[src/rtl/iq_rr_pkg.sv]
package iq_rr_pkg;

  // Cycle strobes passed from control to datapath.
  typedef struct packed {
    logic doAlloc;    // allocation target slot loads the new tag
    logic shiftPrev;  // enabled slots take the content of the slot before them
    logic shiftNext;  // enabled slots take the content of the slot after them
  } iqStrobe_t;

endpackage

[src/rtl/iq_rr_ctrl.sv]
module iq_rr_ctrl
  import iq_rr_pkg::*;
#(
  parameter int DEPTH          = 16,
  parameter int ISSUE_PER_STEP = 4,
  localparam int PTR_W = $clog2(DEPTH),
  localparam int OCC_W = $clog2(DEPTH + 1)
) (
  input  logic             clk,
  input  logic             rstN,
  input  logic             allocReq,
  input  logic             issueReq,
  input  logic [PTR_W-1:0] issueSlot,
  output iqStrobe_t        strobe,
  output logic [DEPTH-1:0] clkEn,
  output logic [PTR_W-1:0] allocSlot,
  output logic [PTR_W-1:0] headPtr,
  output logic [PTR_W-1:0] phPtr,
  output logic [OCC_W-1:0] occCount,
  output logic             full,
  output logic             empty
);

  localparam int IC_W = (ISSUE_PER_STEP > 1) ? $clog2(ISSUE_PER_STEP) : 1;
  localparam logic [IC_W-1:0] IC_LAST = IC_W'(ISSUE_PER_STEP - 1);
  localparam logic [OCC_W-1:0] OCC_FULL = OCC_W'(DEPTH);

  logic [PTR_W-1:0] headQ;
  logic [PTR_W-1:0] phQ;
  logic [OCC_W-1:0] occQ;
  logic [IC_W-1:0]  icQ;

  logic [PTR_W-1:0] issOff;
  logic [PTR_W-1:0] phOff;
  logic [OCC_W-1:0] allocOff;
  logic             issueOk;
  logic             allocOk;
  logic             olderSide;

  assign issOff    = issueSlot - headQ;
  assign phOff     = phQ - headQ;
  assign issueOk   = issueReq && (OCC_W'(issOff) < occQ);
  assign allocOk   = allocReq && (occQ != OCC_FULL);
  assign olderSide = issueOk && (issOff < phOff);

  // Slot that receives a new tag, after the collapse of this cycle
  assign allocOff  = (issueOk && !olderSide) ? (occQ - OCC_W'(1)) : occQ;
  assign allocSlot = headQ + PTR_W'(allocOff);

  assign strobe.doAlloc   = allocOk;
  assign strobe.shiftPrev = olderSide;
  assign strobe.shiftNext = issueOk && !olderSide;

  // Per-slot clock-enable (collapse control) vector
  for (genvar s = 0; s < DEPTH; s++) begin : g_en
    logic [PTR_W-1:0] slotOff;
    logic             isAllocTgt;
    logic             inOlderRun;
    logic             inYoungerRun;

    assign slotOff      = PTR_W'(s) - headQ;
    assign isAllocTgt   = allocOk && (PTR_W'(s) == allocSlot);
    assign inOlderRun   = olderSide && (slotOff != '0) && (slotOff <= issOff);
    assign inYoungerRun = strobe.shiftNext && (slotOff >= issOff) &&
                          ((OCC_W'(slotOff) + OCC_W'(1)) < occQ);
    assign clkEn[s]     = isAllocTgt || inOlderRun || inYoungerRun;
  end

  always_ff @(posedge clk) begin
    if (!rstN) begin
      headQ <= '0;
      phQ   <= '0;
      occQ  <= '0;
      icQ   <= '0;
    end else begin
      if (olderSide) begin
        headQ <= headQ + PTR_W'(1);
      end
      occQ <= occQ + OCC_W'(allocOk) - OCC_W'(issueOk);
      if (issueOk) begin
        if (icQ == IC_LAST) begin
          icQ <= '0;
          phQ <= phQ + PTR_W'(1);
        end else begin
          icQ <= icQ + IC_W'(1);
        end
      end
    end
  end

  assign headPtr  = headQ;
  assign phPtr    = phQ;
  assign occCount = occQ;
  assign full     = (occQ == OCC_FULL);
  assign empty    = (occQ == '0);

endmodule

[src/rtl/iq_rr_data.sv]
module iq_rr_data
  import iq_rr_pkg::*;
#(
  parameter int DEPTH = 16,
  parameter int TAG_W = 8,
  parameter int CNT_W = 16,
  localparam int PTR_W = $clog2(DEPTH)
) (
  input  logic                         clk,
  input  logic                         rstN,
  input  iqStrobe_t                    strobe,
  input  logic [DEPTH-1:0]             clkEn,
  input  logic [PTR_W-1:0]             allocSlot,
  input  logic [TAG_W-1:0]             allocTag,
  output logic [DEPTH-1:0][TAG_W-1:0]  slotTag,
  output logic [DEPTH-1:0][CNT_W-1:0]  slotCnt
);

  for (genvar s = 0; s < DEPTH; s++) begin : g_slot
    localparam int PREV = (s + DEPTH - 1) % DEPTH;
    localparam int NEXT = (s + 1) % DEPTH;

    logic [TAG_W-1:0] tagR;
    logic [CNT_W-1:0] cntR;

    always_ff @(posedge clk) begin
      if (!rstN) begin
        tagR <= '0;
        cntR <= '0;
      end else if (clkEn[s]) begin
        cntR <= cntR + CNT_W'(1);
        if (strobe.doAlloc && (allocSlot == PTR_W'(s))) begin
          tagR <= allocTag;
        end else if (strobe.shiftPrev) begin
          tagR <= slotTag[PREV];
        end else if (strobe.shiftNext) begin
          tagR <= slotTag[NEXT];
        end
      end
    end

    assign slotTag[s] = tagR;
    assign slotCnt[s] = cntR;
  end

endmodule

[src/rtl/iq_rr_top.sv]
module iq_rr_top
  import iq_rr_pkg::*;
#(
  parameter int DEPTH          = 16,
  parameter int TAG_W          = 8,
  parameter int CNT_W          = 16,
  parameter int ISSUE_PER_STEP = 4,
  localparam int PTR_W = $clog2(DEPTH),
  localparam int OCC_W = $clog2(DEPTH + 1)
) (
  input  logic                     clk,
  input  logic                     rstN,
  input  logic                     allocReq,
  input  logic [TAG_W-1:0]         allocTag,
  input  logic                     issueReq,
  input  logic [PTR_W-1:0]         issueSlot,
  output logic [DEPTH*TAG_W-1:0]   ordView,
  output logic [DEPTH-1:0]         ordValid,
  output logic                     full,
  output logic                     empty,
  output logic [PTR_W-1:0]         headPtr,
  output logic [PTR_W-1:0]         phPtr,
  output logic [DEPTH*CNT_W-1:0]   swapCnt
);

  iqStrobe_t                   strobe;
  logic [DEPTH-1:0]            clkEn;
  logic [PTR_W-1:0]            allocSlot;
  logic [OCC_W-1:0]            occCount;
  logic [DEPTH-1:0][TAG_W-1:0] slotTag;
  logic [DEPTH-1:0][CNT_W-1:0] slotCnt;

  iq_rr_ctrl #(
    .DEPTH(DEPTH),
    .ISSUE_PER_STEP(ISSUE_PER_STEP)
  ) ctrl_i (
    .clk(clk),
    .rstN(rstN),
    .allocReq(allocReq),
    .issueReq(issueReq),
    .issueSlot(issueSlot),
    .strobe(strobe),
    .clkEn(clkEn),
    .allocSlot(allocSlot),
    .headPtr(headPtr),
    .phPtr(phPtr),
    .occCount(occCount),
    .full(full),
    .empty(empty)
  );

  iq_rr_data #(
    .DEPTH(DEPTH),
    .TAG_W(TAG_W),
    .CNT_W(CNT_W)
  ) data_i (
    .clk(clk),
    .rstN(rstN),
    .strobe(strobe),
    .clkEn(clkEn),
    .allocSlot(allocSlot),
    .allocTag(allocTag),
    .slotTag(slotTag),
    .slotCnt(slotCnt)
  );

  // Oldest-first view, rotated from the head pointer
  for (genvar k = 0; k < DEPTH; k++) begin : g_view
    logic [PTR_W-1:0] physIdx;
    logic             live;
    assign physIdx = headPtr + PTR_W'(k);
    assign live    = OCC_W'(k) < occCount;
    assign ordValid[k] = live;
    assign ordView[k*TAG_W +: TAG_W] = live ? slotTag[physIdx] : '0;
  end

  assign swapCnt = slotCnt;

endmodule

[config.mk]
export PLATFORM = sky130hd
export DESIGN_NAME = iq_rr_top
export DESIGN_NICKNAME = d
export VERILOG_FILES = /design/src/rtl/iq_rr_pkg.sv /design/src/rtl/iq_rr_ctrl.sv /design/src/rtl/iq_rr_data.sv /design/src/rtl/iq_rr_top.sv
export SDC_FILE = /design/constraint.sdc
export NUM_CORES = 2
export LEC_CHECK = 0
export ABC_CLOCK_PERIOD_IN_PS = 7310
export BUFFER_PORTS_ARGS = -buffer_cell sky130_fd_sc_hd__buf_2
export CORE_ASPECT_RATIO = 0.6
export CORE_UTILIZATION = 53
export CTS_BUF_LIST = sky130_fd_sc_hd__clkbuf_16
export DETAILED_ROUTE_END_ITERATION = 8
export MAX_ROUTING_LAYER = met4
export PLACE_DENSITY = 0.88
export SYNTH_ARGS = -nofsm -noshare
export SYNTH_HDL_FRONTEND = slang
export SYNTH_SLANG_ARGS = --single-unit
[constraint.sdc]
create_clock -name clk -period 7.31 [get_ports clk]
set_input_delay 1.0965 -clock clk [delete_from_list [all_inputs] [get_ports clk]]
set_output_delay 1.0965 -clock clk [all_outputs]
set_load 0.005 [all_outputs]
==> results.tsv <==
stage	metric	value	unit
timing	rsz0062_at_grt	false	
layout	area_growth	13.2	%
logic_synthesis	async_reset_ff_share	0	%
critical_path	start_kind	register	
critical_path	worst_ep_arrival_time	6.71	ns
layout	fillers	4546	
clocking	numCtsBuffers	42	
min_path	hold_path_class	reg -> reg	
logic_synthesis	syn_nets	3670	
layout	instances_no_fill	4576	
timing	fin_skew	0.0304	ns
timing	relSlewSlack	13.2	%
pwr	power_density	364	mW/mm2
timing	worst_pin_slew	1.30	ns
pwr	vdd_drop_max	0.222	mV
die	dieArea	0.0573	mm2
critical_path	ff2ff_path_depth	21	
layout	fin_util	61.6	%
timing	fmax	161	MHz
global_route	grt_pass1_vias	27459	
global_route	grt-ovfl-total	0	
critical_path	cp_max_fo	18	
logic_synthesis	yosysSeqAreaShare	26.7	%
drt	via_per_inst	6.80	
clocking	root_buffer	clkbuf_16	
timing	fin_crit_sh	85.2	%
flow_run	cap_violations	0	
layout	nNetsFinal	3948	
die	start_util	54.4	%
logic_synthesis	ys_types	81	
place	numPortBuffers	425	
drt	drt.antenna.violating_nets	0	
clocking	cts_resized	0	
critical_path	timing.rr.end	data_i.g_slot[5].cntR[11]	
critical_path	cp-startpoint	ctrl_i.headPtr[1]	
pwr	p_leak	13.3	nW
critical_path	r2r_setup_slack	1.08	ns
status	outcome	finished, violations left	
timing	fin_setup_tns	0	ns
drt	drtPass1Iterations	9	
timing	setup_violations	0	
place	dp_hpwl	83.4	mm
global_route	antenna_found_initial	6	
logic_synthesis	synth_area_leaders	dfxtp_1 27%, mux4_2 16%, nand2_1 6.5%	
clocking	cts_tree	yes	
timing	timing.final.hold_violations	0	
die	coreArea	0.0549	mm2
status	violations	DRC	
clocking	ctsHoldBuffers	0	
die	placementRows	66	
min_path	worstHoldPathCells	2	
timing	drv_slew	0	
clocking	clock_latency	0.58	ns
critical_path	r2r_start	ctrl_i.headPtr[1]	
logic_synthesis	ys_warn_count	0	
logic_synthesis	avgSynthCellArea	8.51	um2
logic_synthesis	synth_seq_cells	399	
layout	drive_above_1_share	21.3	%
die	die_y	186	um
clocking	numClockSinks	399	
place	dp_cells	4494	
clocking	htreeDepth	2	
drt	drc	108	
drt	via_count	31122	
drt	wire_per_inst	24.8	um
logic_synthesis	synth_edf_count	0	
global_route	grt_first_pass_wirelength	168	mm
timing	min_period	6.23	ns
critical_path	cp-endpoint	data_i.g_slot[5].cntR[11]	
logic_synthesis	synth.largest_area_cell	dfxtp_1	
clocking	ctsLongestPathBuffers	3	
place	place.gp.congestion	1.17	
global_route	grtUsageTotal	39.2	%
critical_path	cp.required	7.80	ns
clocking	post_cts_buffers	0	
critical_path	path_class	reg -> reg	
die	die_w	308	um
logic_synthesis	syn_inst	3512	
drt	routed_wirelength	114	mm
logic_synthesis	synth_ff_type	dfxtp_1	
drt	dr.first_iter.drc_count	5840	
die	ios	426	
pwr	finalPower	12.3	mW
global_route	grt_max_degree	124	
clocking	clk_pin_slew	0.07	ns
logic_synthesis	syn-cell-area	0.0299	mm2
logic_synthesis	yosys.area.top_type_share	26.7	%
critical_path	critPathCaptureType	register	
==> report_power, final <==
part / internal, mW / leakage [nW] / total (mW) / switching [mW]
sequential: 2.52 / 3.23 / 3.42 / 0.901
combinational: 2.51 / 9.37 / 6.71 / 4.21
clock: 1.25 / 0.699 / 2.20 / 0.945
==> cells in the final DEF (no fill, tap or decap), types with 49 or more instances in the layout <==
master and count:
inv_1 90, o211ai_1 63, and3_1 62, xnor2_1 97
o21ai_0 157, buf_4 65, mux2i_1 58, and2_1 105
a211oi_1 49, nand2_1 516, buf_2 424, mux4_2 206
a21oi_1 246, nand3_1 124, nor2_1 280, ha_1 136
dfxtp_1 396, xor2_1 95
==> area by class of cell <==
| class | count | area, um2 | share of cell area (%) |
|---|---|---|---|
| multi-input cells | 2766 | 20500 | 60.7 |
| flip-flops and latches | 399 | 8000 | 23.6 |
| repair buffers | 489 | 2610 | 7.72 |
| clock buffers | 43 | 1080 | 3.18 |
| well taps | 748 | 936 | 2.77 |
| inverters | 92 | 365 | 1.08 |
| clock inverters | 32 | 300 | 0.888 |
| diodes | 7 | 17.5 | 0.0518 |
==> critical path: stages (launching register included) <==
cell and delay (ns):
dfxtp_4 0.34, inv_1 0.33, buf_4 0.27, ha_1 0.25, a21o_1 0.18, a21o_1 0.18
xnor2_1 0.27, ha_1 0.29, o21ai_0 0.10, nor2b_1 0.49, nor2_4 0.13, nand3_1 0.14
xnor2_1 0.18, ha_1 0.31, a21oi_1 0.15, nand2_1 0.11, xor2_1 0.38, nand3_4 0.21
a211o_1 0.77, and2_4 0.39, or4_1 0.51, a21oi_1 0.15
==> cell usage after synthesis (58+ instances only) <==
cell type  instances
a21oi_1          249
o21ai_0          158
nand2_1          517
nor2_1           280
and2_1           105
nand3_1          124
xnor2_1          102
dfxtp_1          399
ha_1             137
clkbuf_1         157
inv_1             83
mux4_2           206
mux2i_1           58
and3_1            62
xor2_1            95
o211ai_1          63
==> stage by stage <==
stage | hold WS [ns] | cell area, um2 | setup slack (ns)
2_1_floorplan | 0.440 | 29900 | 0.220
3_3_place_gp | 0.449 | 32400 | 0.894
3_5_place_dp | 0.458 | 32400 | 0.788
4_1_cts | 0.466 | 33800 | 1.28
5_1_grt | 0.484 | 33800 | 0.806
6_report | 0.467 | 33800 | 1.08
==> registers in the layout, summed over array words and instances, names as in the netlist <==
name,count
ctrl_i.occCount,5
ctrl_i.phPtr,4
data_i.g_slot.tagR,128
data_i.g_slot.cntR,256
ctrl_i.icQ,2
ctrl_i.headPtr,4
==> cells by family after synthesis <==
family / share of synthesized area [%]
xor+xnor: 5.83
mux: 17.5
buf+inv: 4.90
simple gates: 20.8
flops: 26.7
fa+ha+maj: 6.07
compound gates: 18.1
==> layer usage <==
layer	vias up	GRT usage, %	share of wire [%]
li1	13436	-	-
met1	14514	50.7	38
met2	2670	50.0	38
met3	502	20.3	19
met4	0	16.2	5.5
met5	-	-	0
==> how the worst min path moves through the flow <==
stage	startpoint	to
final	ctrl_i.icQ[1]	ctrl_i.icQ[1]
after global placement	ctrl_i.icQ[1]	ctrl_i.icQ[1]
after floorplan	ctrl_i.icQ[1]	ctrl_i.icQ[1]
after CTS	ctrl_i.icQ[1]	ctrl_i.icQ[1]
after global routing	ctrl_i.icQ[1]	ctrl_i.icQ[1]
after detailed placement	ctrl_i.icQ[1]	ctrl_i.icQ[1]
Power figures use the tool's default switching activity.
